--- src/rtl/tpo_pkg.sv ---
package tpo_pkg;

  // One slot of the channel-delay line
  typedef struct packed {
    logic valid;  // slot holds a real input bit
    logic fbit;   // framing position
    logic f12;    // belongs to frame 12
    logic ybit;   // payload bit 2 of a channel
    logic sbit;   // payload bit 7 of a channel
    logic data;   // bit value (framing value at framing positions)
  } tpo_slot_t;

  typedef struct packed {
    logic blue;
    logic lu;
    logic ld;
    logic yel;
    logic ysel;
  } tpo_ctrl_t;

  // Output bit of a repeating code: a one on the last phase only
  function automatic logic tpo_code_bit(int phase, int len);
    return (phase == len - 1);
  endfunction

  // Next phase of a repeating code
  function automatic int tpo_code_next(int phase, int len);
    return (phase >= len - 1) ? 0 : phase + 1;
  endfunction

  // Precedence: blue > loop code > yellow > zero-byte suppression > data
  function automatic logic tpo_pick(tpo_slot_t s, tpo_ctrl_t c, logic stuff_hit,
                                    logic lu_b, logic ld_b);
    logic r;
    if (!s.valid || c.blue)            r = 1'b1;
    else if (s.fbit)                   r = (c.yel && c.ysel && s.f12) ? 1'b1 : s.data;
    else if (c.lu)                     r = lu_b;
    else if (c.ld)                     r = ld_b;
    else if (c.yel && !c.ysel && s.ybit) r = 1'b0;
    else if (stuff_hit && s.sbit)      r = 1'b1;
    else                               r = s.data;
    return r;
  endfunction

endpackage

--- src/rtl/tpo_align.sv ---
module tpo_align
  import tpo_pkg::*;
#(
  parameter int CHANNELS    = 24,
  parameter int BITS_PER_CH = 8,
  parameter int STUFF_POS   = 7,
  parameter int YEL_POS     = 2
) (
  input  logic                clk,
  input  logic                rst_n,
  input  logic                bit_en,
  input  logic                ser_in,
  input  logic                fbit_in,
  input  logic                fval_in,
  input  logic                frame12_in,
  input  logic                stuff_all,
  input  logic [CHANNELS-1:0] stuff_mask,
  output tpo_slot_t           head,
  output logic                stuff_hit
);
  localparam int BIT_W = $clog2(BITS_PER_CH);
  localparam int CH_W  = $clog2(CHANNELS);
  localparam logic [BIT_W-1:0] LAST_BIT = BIT_W'(BITS_PER_CH - 1);
  localparam logic [CH_W-1:0]  LAST_CH  = CH_W'(CHANNELS - 1);

  logic [BIT_W-1:0]       bitpos;
  logic [CH_W-1:0]        chan;
  logic [BITS_PER_CH-2:0] byte_q;
  tpo_slot_t              dl [BITS_PER_CH];
  tpo_slot_t              slot_in;
  logic                   byte_done;
  logic [BITS_PER_CH-1:0] full_byte;

  assign byte_done = bit_en && !fbit_in && (bitpos == LAST_BIT);
  assign full_byte = {byte_q, ser_in};

  always_comb begin
    slot_in.valid = 1'b1;
    slot_in.fbit  = fbit_in;
    slot_in.f12   = frame12_in;
    slot_in.ybit  = !fbit_in && (bitpos == BIT_W'(YEL_POS - 1));
    slot_in.sbit  = !fbit_in && (bitpos == BIT_W'(STUFF_POS - 1));
    slot_in.data  = fbit_in ? fval_in : ser_in;
  end

  // Input-side frame position
  always_ff @(posedge clk) begin
    if (!rst_n) begin
      bitpos <= '0;
      chan   <= '0;
      byte_q <= '0;
    end else if (bit_en) begin
      if (fbit_in) begin
        bitpos <= '0;
        chan   <= '0;
      end else begin
        byte_q <= {byte_q[BITS_PER_CH-3:0], ser_in};
        if (bitpos == LAST_BIT) begin
          bitpos <= '0;
          chan   <= (chan == LAST_CH) ? '0 : chan + 1'b1;
        end else begin
          bitpos <= bitpos + 1'b1;
        end
      end
    end
  end

  // Zero-byte flag for the channel now leaving the delay line
  always_ff @(posedge clk) begin
    if (!rst_n)         stuff_hit <= 1'b0;
    else if (byte_done) stuff_hit <= (full_byte == '0) && (stuff_all || stuff_mask[chan]);
  end

  // One-channel delay line
  generate
    for (genvar i = 0; i < BITS_PER_CH; i++) begin : g_dl
      always_ff @(posedge clk) begin
        if (!rst_n)      dl[i] <= '0;
        else if (bit_en) dl[i] <= (i == 0) ? slot_in : dl[(i == 0) ? 0 : i - 1];
      end
    end
  endgenerate

  assign head = dl[BITS_PER_CH-1];

  AST_POS_RESTART: assert property (@(posedge clk) disable iff (!rst_n)
    (bit_en && fbit_in) |=> (bitpos == '0 && chan == '0));

  AST_HEAD_ADVANCE: assert property (@(posedge clk) disable iff (!rst_n)
    !bit_en |=> $stable(head));
endmodule

--- src/rtl/tpo_codegen.sv ---
module tpo_codegen
  import tpo_pkg::*;
#(
  parameter int LEN = 5
) (
  input  logic clk,
  input  logic rst_n,
  input  logic enable,
  input  logic step,
  output logic code_bit
);
  localparam int PH_W = $clog2(LEN);

  logic [PH_W-1:0] phase;

  assign code_bit = tpo_code_bit(int'(phase), LEN);

  always_ff @(posedge clk) begin
    if (!rst_n || !enable) phase <= '0;
    else if (step)         phase <= PH_W'(tpo_code_next(int'(phase), LEN));
  end

  AST_CODE_IDLE: assert property (@(posedge clk) disable iff (!rst_n)
    !enable |=> (phase == '0));

  AST_CODE_HOLD: assert property (@(posedge clk) disable iff (!rst_n)
    (enable && !step) |=> $stable(phase));
endmodule

--- src/rtl/tpo_outmux.sv ---
module tpo_outmux
  import tpo_pkg::*;
(
  input  logic      clk,
  input  logic      rst_n,
  input  logic      bit_en,
  input  tpo_slot_t head,
  input  logic      stuff_hit,
  input  tpo_ctrl_t ctrl,
  input  logic      lu_bit,
  input  logic      ld_bit,
  output logic      ser_out,
  output logic      cfg_err
);
  logic pick;

  assign pick = tpo_pick(head, ctrl, stuff_hit, lu_bit, ld_bit);

  always_ff @(posedge clk) begin
    if (!rst_n) begin
      ser_out <= 1'b1;
      cfg_err <= 1'b0;
    end else begin
      cfg_err <= ctrl.lu && ctrl.ld;
      if (bit_en) ser_out <= pick;
    end
  end

  AST_BLUE_ONES: assert property (@(posedge clk) disable iff (!rst_n)
    (bit_en && ctrl.blue) |=> ser_out);

  AST_CFG_FLAG: assert property (@(posedge clk) disable iff (!rst_n)
    (ctrl.lu && ctrl.ld) |=> cfg_err);

  AST_FRAME_KEPT: assert property (@(posedge clk) disable iff (!rst_n)
    (bit_en && head.valid && head.fbit && !ctrl.blue && !(ctrl.yel && ctrl.ysel))
      |=> (ser_out == $past(head.data)));

  AST_PREFILL_ONES: assert property (@(posedge clk) disable iff (!rst_n)
    (bit_en && !head.valid) |=> ser_out);
endmodule

--- src/rtl/tx_payload_override.sv ---
module tx_payload_override
  import tpo_pkg::*;
#(
  parameter int CHANNELS    = 24,
  parameter int BITS_PER_CH = 8,
  parameter int STUFF_POS   = 7,
  parameter int YEL_POS     = 2,
  parameter int LU_LEN      = 5,
  parameter int LD_LEN      = 3
) (
  input  logic                clk,
  input  logic                rst_n,
  input  logic                bit_en,
  input  logic                ser_in,
  input  logic                fbit_in,
  input  logic                fval_in,
  input  logic                frame12_in,
  input  logic                stuff_all,
  input  logic [CHANNELS-1:0] stuff_mask,
  input  logic                blue_en,
  input  logic                yellow_en,
  input  logic                yellow_sel,
  input  logic                loopup_en,
  input  logic                loopdn_en,
  output logic                ser_out,
  output logic                cfg_err
);
  tpo_slot_t head;
  tpo_ctrl_t ctrl;
  logic      stuff_hit;
  logic      code_step;
  logic      lu_bit;
  logic      ld_bit;

  assign ctrl = '{blue: blue_en, lu: loopup_en, ld: loopdn_en,
                  yel: yellow_en, ysel: yellow_sel};

  // Codes advance only on real payload bits leaving the delay line
  assign code_step = bit_en && head.valid && !head.fbit;

  tpo_align #(
    .CHANNELS(CHANNELS), .BITS_PER_CH(BITS_PER_CH),
    .STUFF_POS(STUFF_POS), .YEL_POS(YEL_POS)
  ) u_align (
    .clk(clk), .rst_n(rst_n), .bit_en(bit_en), .ser_in(ser_in),
    .fbit_in(fbit_in), .fval_in(fval_in), .frame12_in(frame12_in),
    .stuff_all(stuff_all), .stuff_mask(stuff_mask),
    .head(head), .stuff_hit(stuff_hit)
  );

  tpo_codegen #(.LEN(LU_LEN)) u_lu (
    .clk(clk), .rst_n(rst_n), .enable(loopup_en), .step(code_step), .code_bit(lu_bit)
  );

  tpo_codegen #(.LEN(LD_LEN)) u_ld (
    .clk(clk), .rst_n(rst_n), .enable(loopdn_en), .step(code_step), .code_bit(ld_bit)
  );

  tpo_outmux u_mux (
    .clk(clk), .rst_n(rst_n), .bit_en(bit_en), .head(head), .stuff_hit(stuff_hit),
    .ctrl(ctrl), .lu_bit(lu_bit), .ld_bit(ld_bit), .ser_out(ser_out), .cfg_err(cfg_err)
  );
endmodule

--- config.mk ---
export PLATFORM = sky130hd
export DESIGN_NAME = tx_payload_override
export DESIGN_NICKNAME = d
export VERILOG_FILES = /design/src/rtl/tpo_pkg.sv /design/src/rtl/tpo_align.sv /design/src/rtl/tpo_codegen.sv /design/src/rtl/tpo_outmux.sv /design/src/rtl/tx_payload_override.sv
export SDC_FILE = /design/constraint.sdc
export NUM_CORES = 1
export LEC_CHECK = 0
export BUFFER_PORTS_ARGS = -buffer_cell sky130_fd_sc_hd__buf_2
export CORE_UTILIZATION = 50
export CTS_CLUSTER_DIAMETER = 200
export DETAILED_ROUTE_END_ITERATION = 16
export HOLD_SLACK_MARGIN = 0.05
export PLACE_DENSITY = 0.75
export SYNTH_ARGS = -nofsm -noshare
export SYNTH_HDL_FRONTEND = slang
export SYNTH_HIERARCHICAL = 1
export SYNTH_SLANG_ARGS = --single-unit
--- constraint.sdc ---
create_clock -name clk -period 1.84 [get_ports clk]
set_input_delay 0.092 -clock clk [delete_from_list [all_inputs] [get_ports clk]]
set_output_delay 0.092 -clock clk [all_outputs]
set_load 0.02 [all_outputs]
# [After elaboration in Yosys (flattened, before gate mapping)]
# Memory sizes are Yosys's and may differ from the RTL's.
# Cells that the tools add are included.
[classes] n_addsub=4 n_lt_le_gt_ge=3 n_eq_ne=6 mux=29 bitwise_logic=9 reduce_logical=28
[op_table] cell="6-bit two-way mux" count=8
[op_table] cell="5-bit two-way mux" count=3
[op_table] cell="1-bit logical AND" count=13
[op_table] cell="1-bit two-way mux" count=13
[op_table] cell="3-bit == test, second input constant" count=3
[op_table] cell="3-bit two-way mux" count=3
[op_table] cell="8-bit logical NOT" count=1
[op_table] cell="1-bit bitwise OR" count=8
[op_table] cell="1-bit logical NOT" count=7
[op_table] cell="3-bit by 1-bit adder with 3-bit output, second input constant" count=2
[op_table] cell="5-bit by 6-bit less-than comparator with 1-bit output, second input constant" count=1
[op_table] cell="5-bit by 1-bit adder with 5-bit output, second input constant" count=1
[op_table] cell="1-bit binary-select mux with 5-bit select" count=1
[op_table] cell="5-bit == test, second input constant" count=1
[op_table] cell="1-bit logical OR" count=4
[op_table] cell="2-bit AND reduction" count=2
[op_table] cell="3-bit by 1-bit == test with 1-bit output, second input constant" count=1
[op_table] cell="3-bit greater-or-equal comparator, second input constant" count=1
[op_table] cell="2-bit by 1-bit adder with 2-bit output, second input constant" count=1
[op_table] cell="2-bit == test, second input constant" count=1
[op_table] cell="2-bit greater-or-equal comparator, second input constant" count=1
[op_table] cell="2-bit two-way mux" count=1
[op_table] cell="2-bit nonzero test" count=1
[op_table] cell="1-bit NOT" count=1
[totals] reg_bits=23 ramBits=48 inputBits=37 out_inout_bits=2 elab_cells=88 memories=1
[memory_table] name="u_align.dl" words=8 word_bits=6 read_ports=8 rd_clocked_by_memory_dff=0 write_ports=8 line="tpo_align.sv:29" source="tpo_slot_t dl [BITS_PER_CH];"

# [Logic depth before layout (Yosys ltp)]
# Gate-level depths: netlist of the first run.
[depth] depth_word=8 mapped_depth=6 ltp_nobuf=6

# [Hierarchy]
# The synthesis of the first run kept the hierarchy.
[modules_own_cells] mod="tpo_align" instances=1 cells_per_inst=230 area_each_um2=2811.4 seq_area_each_um2=1761.7
[modules_own_cells] mod="tpo_codegen (u_lu)" instances=1 cells_per_inst=18 area_each_um2=163.9 seq_area_each_um2=60.1
[modules_own_cells] mod="tpo_outmux" instances=1 cells_per_inst=16 area_each_um2=150.1 seq_area_each_um2=40.0
[modules_own_cells] mod="tpo_codegen (u_ld)" instances=1 cells_per_inst=10 area_each_um2=92.6 seq_area_each_um2=40.0
[modules_own_cells] mod="tx_payload_override" instances=1 cells_per_inst=1 area_each_um2=8.8 seq_area_each_um2=0.0

# [Least setup slack after synthesis of the first run]
# No wires, ideal clock.
[synth_timing] kind="input -> register" startpoint="in rst_n" endpoint="mem u_align/dl[0][0] in the netlist's numbering, enable pin" setup_time_ns=0.584 arrival_time_ns=1.124 t_required_ns=1.256 path_slack_ns=0.132 cell_stages=2 path_buffers=1 cell_sequence="clkbuf_1 nand2_1"
[synth_rtl] item="start, declared" line="tx_payload_override.sv:12" source="input logic rst_n,"
[synth_rtl] item="end, declared" line="tpo_align.sv:29"

# [Final worst setup path of the first run]
[layout_timing] startpoint="reg u_align.bitpos[0]" endpoint="reg u_align.stuff_hit"
[layout_via] elab_chain_len=2
[layout_lines] item="start, declared" line="tpo_align.sv:26" source="logic [BIT_W-1:0] bitpos;"
[layout_lines] item="start signal, assigned" line="tpo_align.sv:62" source="bitpos <= bitpos + 1'b1;"
[layout_lines] item="3-bit == test" line="tpo_align.sv:34" source="assign byte_done = bit_en && !fbit_in && (bitpos == LAST_BIT);"
[layout_lines] item="1-bit logical AND" line="tpo_align.sv:34"
[layout_lines] item="end signal, assigned" line="tpo_align.sv:71" source="else if (byte_done) stuff_hit <= (full_byte == '0) && (stuff_all || stuff_mask[chan]);"
[layout_lines] item="end, declared" line="tpo_align.sv:19" source="output logic stuff_hit"
# No other way between the ends.
# A chain may end at the register's enable or synchronous reset.

==> metrics.md, run 1 <==
| Metric | Value |
|---|---|
| DRC viols | 0 |
| TritonRoute pass-1 iters | 6 |
| Worst-case clock skew | 0.0101 ns |
| Placed Cells | 377 |
| GRT met2 Usage | 28.1% |
| Pwr/cell area | 847 nW/um^2 |
| Max IR drop VDD | 0.000610 V |
| Number of global-route vias before repair | 1917 |
| Run status | finished, final reports clean |
| Post-Syn Area | 3230 um^2 |
| Commonest non-fill, non-tap cell in the layout | edfxtp_1 |
| Die area | 6780 um^2 |
| R2R depth | 6 |
| H-tree lvl count | 3 |
| HP Class | input port to flop |
| Initial antenna violation count | 0 |
| Total wire length | 5.40 mm |
| Max-cap violations | 0 |
| DR iter-0 viols | 124 |
| Register area share after synthesis | 58.9% |
| Setup-failing EPs final | 0 |
| GR Layer Usage met1 | 19.7% |
| WL/cell | 13.6 um |
| Synth top area share | 44.7% |
| I/O Pins | 39 |
| Die extent in y | 82.3 um |
| CTS Buffer Depth | 2 |
| Hpwl dp | 3.39 mm |
| CTS buffer count | 9 |
| Nets | 361 |
| Max Freq | 600 MHz |
| TNS Setup | 0 ns |
| Yosys reg bits | 71 |
| Post-route cell area | 3690 um^2 |
| GRT Max-Usage Layer | met2 |
| Largest net degree at the start of global routing | 49 |
| Period minus WS final | 1.67 ns |
| CP most frequent cell | ha_1 |
| Net Count, Synth | 319 |
| FFs w/ async S/R, synth | 0% |
| Via count | 2177 |
| Fin cells | 397 |
| Worst-Margin Slew | 0.440 ns |
| Drt via density | 5.48 |
| Slowest CP cell | dfxtp_1 |
| Crit-path max cell delay | 0.39 ns |
| Routability cong. | 0.880 |
| Fin. Hold Viols | 0 |
| Setup CP Type | flop to flop |
| CP top delay family | adder cells |
| Clk Latency, worst-skew pair | 0.34 ns |
| Beginning of the worst hold path | fval_in |
| Remaining Overflow, GRT | 0 |
| Root buf cell | clkbuf_8 |
| Reg-to-Reg Start | u_align/bitpos[0] |
| Synth cell types | 42 |
| Crit path required time | 2.05 ns |
| CP Buf/Inv Count | 0 |
| Core Rows | 28 |
| Cells along the critical path | ha_1 > ha_1 > nand3b_1 > and2_1 > a311oi_1 > a31oi_1 |
| CTS tree | built |
| Reg clk slew, reported paths | 0.07 ns |
| Final Max Slew Viols | 0 |
| Max-slew headroom | 70.7% |
| Grt met3 use | 6.59% |
| EDFF count, synth | 48 |
| PortBufs | 38 |
| Syn avg cell area | 11.7 um^2 |
| Crit share post-route | 90.6% |
| Num Clock Sinks | 71 |
| Post-DP Area | 3470 um^2 |
| Cell count of the worst hold path | 3 |
| Post_cts resized | 0 |
| Synth area leader | edfxtp_1 |
| Synth warn | 6 |
| Reg2reg end | u_align/stuff_hit |
| CP startpoint kind | flop |
| Leading cell types in the layout, fill and taps excluded | edfxtp_1 (48), and3_1 (46), buf_2 (38) |
| Worst EP arrival | 1.88 ns |
| Syn Inst Count | 275 |
| Main synth FF type | edfxtp_1 |
| Die W | 82.3 um |
| Leak | 1.56 nW |
| Area growth, synth to finish | 14.4% |
| Unrepaired setup endpoints after global routing | false |
| First-pass GRT wire length | 8.37 mm |
| Total track usage | 16.9% |
| Final design utilization | 60.9% |
| Hold EP | u_align/dl[0][0] |
| Initial Util | 53.2% |
| Core ar. | 6060 um^2 |
| Crit end category | flop |
| Crit path max fanout | 6 |
| Layout cells sized above 1 | 19.6% |
| Largest cells by area after synthesis | edfxtp_1 (45%), dfxtp_1 (14%), and3_1 (8.9%), mux2i_1 (4.3%), nand2_1 (3.0%) |
| R2R Setup Slk | 0.17 ns |
| Ant diodes | 0 |
| Antenna Nets Post-Route | 0 |
-- state kept, by name (all words and copies together) (netlist names) --
register	count
u_align/stuff_hit	1
u_mux/cfg_err	1
u_align/byte_q	7
u_mux/ser_out	1
u_lu/phase	3
u_align/dl	48
u_align/bitpos	3
u_align/chan	5
u_ld/phase	2
-- layer usage --
metal / wire length, um / vias up
li1: - / 1097
met1: 2590 / 1035
met2: 2550 / 41
met3: 214 / 4
met4: 46 / 0
met5: 0 / -
-- kinds of logic after synthesis --
kind of cell	after synthesis	share of synthesized area, %
AND/OR/NAND/NOR	121	21.8
adder cells (fa/ha/maj)	7	2.71
flip-flops	71	58.9
AO/OA/AOI/OAI	40	8.80
buffers and inverters	22	3.41
multiplexers	14	4.34
-- metrics by stage --
stage          setup WS, ns  total power, mW  hold WS [ns]
6_report              0.172             3.13        0.0811
2_1_floorplan         0.132             1.94         0.227
5_1_grt              0.0256             3.26        0.0515
4_1_cts               0.210             3.18        0.0517
3_5_place_dp          0.234             2.02         0.374
3_3_place_gp          0.279             2.01         0.361
-- worst reg2reg max path, stage by stage, from the launching register on --
cell      delay, ns
dfxtp_1        0.39
ha_1           0.17
ha_1           0.23
nand3b_1       0.16
and2_1         0.21
a311oi_1       0.27
a31oi_1        0.12
-- worst max-delay path by stage --
stage          depth (start not counted)                 to              start
6_report                               6  u_align/stuff_hit  u_align/bitpos[0]
2_1_floorplan                          2   u_align/dl[0][0]              rst_n
5_1_grt                                6  u_align/stuff_hit  u_align/bitpos[0]
3_3_place_gp                           6  u_align/stuff_hit  u_align/bitpos[0]
3_5_place_dp                           6  u_align/stuff_hit  u_align/bitpos[0]
4_1_cts                                6  u_align/stuff_hit  u_align/bitpos[0]
-- power by group --
part	switching (mW)	internal, mW	leakage, nW
combinational	0.109	0.0844	0.751
clock	0.523	0.615	0.0945
sequential	0.0193	1.78	0.717
total	0.651	2.48	1.56
-- what timing repair did --
item | CTS | global route
hold buffers | 3 | 1
buffers inserted | 0 | 0
hold endpoints to repair | 3 | 1
-- synthesized netlist by cell type, types with 6 or more instances --
cell type and count:
mux2i_1 14, and3_1 46, nand2_1 26, nor2b_1 8, edfxtp_1 48, ha_1 7
a21oi_1 10, a21boi_1 6, dfxtp_1 23, clkbuf_1 10, nand2b_1 6
-- layout make-up --
type,instances,area (um^2)
well taps,75,93.8
clock buffers,11,131
multi-input cells,182,1220
fillers,482,2370
flip-flops and latches,71,1900
repair buffers,46,273
inverters,7,26.3
clock inverters,5,48.8
Note: power is estimated with default switching activity, not from simulation.
==> run 2, diff against run 1 <==
SYNTH_HIERARCHICAL = default   (was 1)
==> run 2 against run 1 <==
Against the previous run:
- wire length about the same
- largest cell class unchanged
- combinational power is essentially flat
- die area shrank 1.8%
- utilization is 0.43 points lower
- clock-buffer cell count stayed put
- sequential power hardly changed
- clock skew fell by 0.0038 ns
- critical path type unchanged
==> metrics.md, run 2 <==
| Metric | Value |
|---|---|
| CP Buf/Inv Count | 0 (unchanged) |
| Worst-Margin Slew | 0.588 ns (+0.148 ns) |
| Pwr/cell area | 860 nW/um^2 (+1.5%) |
| Layout cells sized above 1 | 19.8% (+0.25 points) |
| Clk Latency, worst-skew pair | 0.34 ns (about the same) |
| Synth cell count leaders | edfxtp_1 (48), and3_1 (45), dfxtp_1 (23), nand2_1 (22) |
| R2R Setup Slk | 0.24 ns (+0.07 ns) |
| Initial antenna violation count | 0 (unchanged) |
| Hold EP | u_mux.cfg_err |
| Biggest register | u_align.dl |
| Ant diodes | 0 (unchanged) |
| Antenna Nets Post-Route | 0 (unchanged) |
| Fill count | 498 (+3.3%) |
| Routability cong. | 0.796 (-9.6%) |
| Top Registers | u_align.dl x48, u_align.byte_q x7, u_align.chan x5 |
| Core ar. | 6030 um^2 (-0.58%) |
| Via count | 2145 (-1.5%) |
| Max FFs per register | 48 (unchanged) |
| R2R depth | 6 (unchanged) |
| Num Clock Sinks | 71 (unchanged) |
| CP top delay family | simple AND/OR/NAND/NOR gates |
| CTS tree | built |
| Synth top area share | 45.5% (+0.87 points) |
| Crit share post-route | 87.0% (-3.7 points) |
| TNS Setup | 0 ns (unchanged) |
| Run status | finished, final reports clean |
| Synth cell types | 37 (-12%) |
| Largest net degree at the start of global routing | 27 (-45%) |
| CTS Buffer Depth | 2 (unchanged) |
| Slowest CP cell | dfxtp_1 |
| Worst EP arrival | 1.86 ns (-0.02 ns) |
| Yosys reg bits | 71 (unchanged) |
| I/O Pins | 39 (unchanged) |
| HP Class | input port to flop |
| Register area share after synthesis | 60.1% (+1.1 points) |
| Final Max Slew Viols | 0 (unchanged) |
| Crit path required time | 2.10 ns (+0.05 ns) |
| Remaining Overflow, GRT | 0 (unchanged) |
| Syn Inst Count | 271 (-1.5%) |
| Max-cap violations | 0 (unchanged) |
| First-pass GRT wire length | 8.87 mm (+6.0%) |
| TritonRoute pass-1 iters | 4 (-2) |
| Period minus WS final | 1.60 ns (-0.0679 ns) |
| Beginning of the worst hold path | loopdn_en |
| Main synth FF type | edfxtp_1 |
| Crit path max fanout | 7 (+1) |
| Area growth, synth to finish | 15.1% |
| FFs w/ async S/R, synth | 0% (unchanged) |
| Max-slew headroom | 60.7% (-10 points) |
| Multi-input logic area | 1160 um^2 (-5.0%) |
| CP startpoint kind | flop |
| Reg2reg end | u_align.stuff_hit |
| H-tree lvl count | 3 (unchanged) |
| Synth warn | 0 (-6) |
| Setup CP Type | flop to flop |
| CP most frequent cell | ha_1 |
| DR iter-0 viols | 102 (-18%) |
| Core Rows | 28 (unchanged) |
| Synth area leader | edfxtp_1 |
| Number of global-route vias before repair | 2089 (+9.0%) |
| Nets | 357 (-1.1%) |
| Reg-to-Reg Start | u_align.bitpos[1] |
| Reg area | 1900 um^2 (unchanged) |
| Syn avg cell area | 11.7 um^2 (-0.45%) |
| Setup-failing EPs final | 0 (unchanged) |
| CTS buffer count | 9 (unchanged) |
| PortBufs | 38 (unchanged) |
| Pre-CTS WS | 0.292 ns (+0.0581 ns) |
| Post-Syn Area | 3170 um^2 (-1.9%) |
| Die extent in y | 81.6 um (-0.93%) |
| Die area | 6650 um^2 (-1.8%) |
| Max IR drop VDD | 0.000614 V (+0.75%) |
| Root buf cell | clkbuf_8 |
| Net Count, Synth | 315 (-1.3%) |
| Largest cells by area after synthesis | edfxtp_1 (46%), dfxtp_1 (15%), and3_1 (8.9%), mux2i_1 (4.1%), ha_1 (2.8%) |
| Total track usage | 18.1% (+1.2 points) |
| Drt via density | 5.46 (-0.47%) |
| WL/cell | 13.7 um (+0.98%) |
| DRC viols | 0 (unchanged) |
| Cell count of the worst hold path | 3 (unchanged) |
| Worst-case clock skew | 0.00631 ns (-0.00380 ns) |
| Commonest non-fill, non-tap cell in the layout | edfxtp_1 |
| Crit-path max cell delay | 0.38 ns (about the same) |
| Final WS setup | 0.240 ns (+0.0679 ns) |
| Reg clk slew, reported paths | 0.07 ns (about the same) |
| EDFF count, synth | 48 (unchanged) |
| Fin. Hold Viols | 0 (unchanged) |
| Leading cell types in the layout, fill and taps excluded | edfxtp_1 (48), and3_1 (45), buf_2 (38) |
| Crit end category | flop |
| Count leader, synth | edfxtp_1 |
| Unrepaired setup endpoints after global routing | false |
| Total wire length | 5.40 mm (about the same) |
| Cells along the critical path | ha_1 > ha_1 > nand3b_1 > nor3_1 > o21ai_0 > a31oi_1 |
| Initial Util | 52.5% (-0.71 points) |
| Post_cts resized | 0 (unchanged) |
| Hpwl dp | 3.71 mm (+9.6%) |
| Leak | 1.58 nW (+1.2%) |
| Die W | 81.6 um (-0.93%) |
| Max Freq | 625 MHz (+4.2%) |
-- run 2: metrics by stage --
| stage | util, % | instances | power (mW) | cell area, um^2 | hold WS [ns] |
|---|---|---|---|---|---|
| after floorplan | - | 271 | 1.94 | 3170 | 0.221 |
| after detailed placement | 56.8 | 373 | 2.02 | 3420 | 0.383 |
| final | 60.5 | 393 | 3.13 | 3640 | 0.0624 |
| after global routing | 60.5 | 393 | 3.26 | 3640 | 0.0612 |
| after global placement | 56.8 | 373 | 2.01 | 3420 | 0.364 |
| after CTS | 60.5 | 393 | 3.17 | 3640 | 0.0510 |
-- run 2: report_power, final --
part	total, mW	internal [mW]	switching [mW]	leakage (nW)
combinational	0.191	0.0857	0.106	0.769
clock	1.15	0.615	0.531	0.0945
sequential	1.80	1.78	0.0191	0.717
total	3.13	2.48	0.656	1.58
-- run 2: layer usage --
metal  routed length (um)  vias up  global-route usage [%]
met5                    0        -                       0
met4                   50        0                    5.79
met3                  172        8                    6.78
met2                 2790       30                    32.3
met1                 2390     1029                    19.8
li1                     -     1078                       -
-- run 2: layout make-up --
type                       count  share of cell area [%]
clock inverter                 5                    1.34
tap                           75                    2.57
inverter                       6                   0.618
multi-input combinational    175                    31.7
timing repair buffer          50                    7.96
clock buffer                  11                    3.60
sequential                    71                    52.2
-- run 2: what timing repair did --
item / 4_1_cts / 5_1_grt
setup buffers: 0 / 0
hold buffers: 4 / 0
hold endpoints to repair: 4 / 0
-- run 2: worst max path at each step --
stage                      startpoint                end  slack, ns  depth (start not counted)
floorplan                      bit_en   u_align.dl[0][0]       0.33                          3
global placement    u_align.bitpos[1]  u_align.stuff_hit       0.39                          6
detailed placement  u_align.bitpos[1]  u_align.stuff_hit       0.29                          6
CTS                 u_align.bitpos[1]  u_align.stuff_hit       0.27                          6
global route        u_align.bitpos[1]  u_align.stuff_hit       0.13                          6
finish              u_align.bitpos[1]  u_align.stuff_hit       0.24                          6
-- run 2: worst reg2reg max path, cell delays in order, from the launching register on --
cell,delay [ns]
dfxtp_1,0.38
ha_1,0.17
ha_1,0.20
nand3b_1,0.22
nor3_1,0.29
o21ai_0,0.13
a31oi_1,0.14
-- run 2: cell families after synthesis --
| family | Yosys count | synth area share [%] |
|---|---|---|
| buf+inv | 25 | 3.48 |
| flops | 71 | 60.1 |
| compound gates | 37 | 7.87 |
| simple gates | 117 | 21.0 |
| mux | 14 | 4.82 |
| fa+ha+maj | 7 | 2.77 |
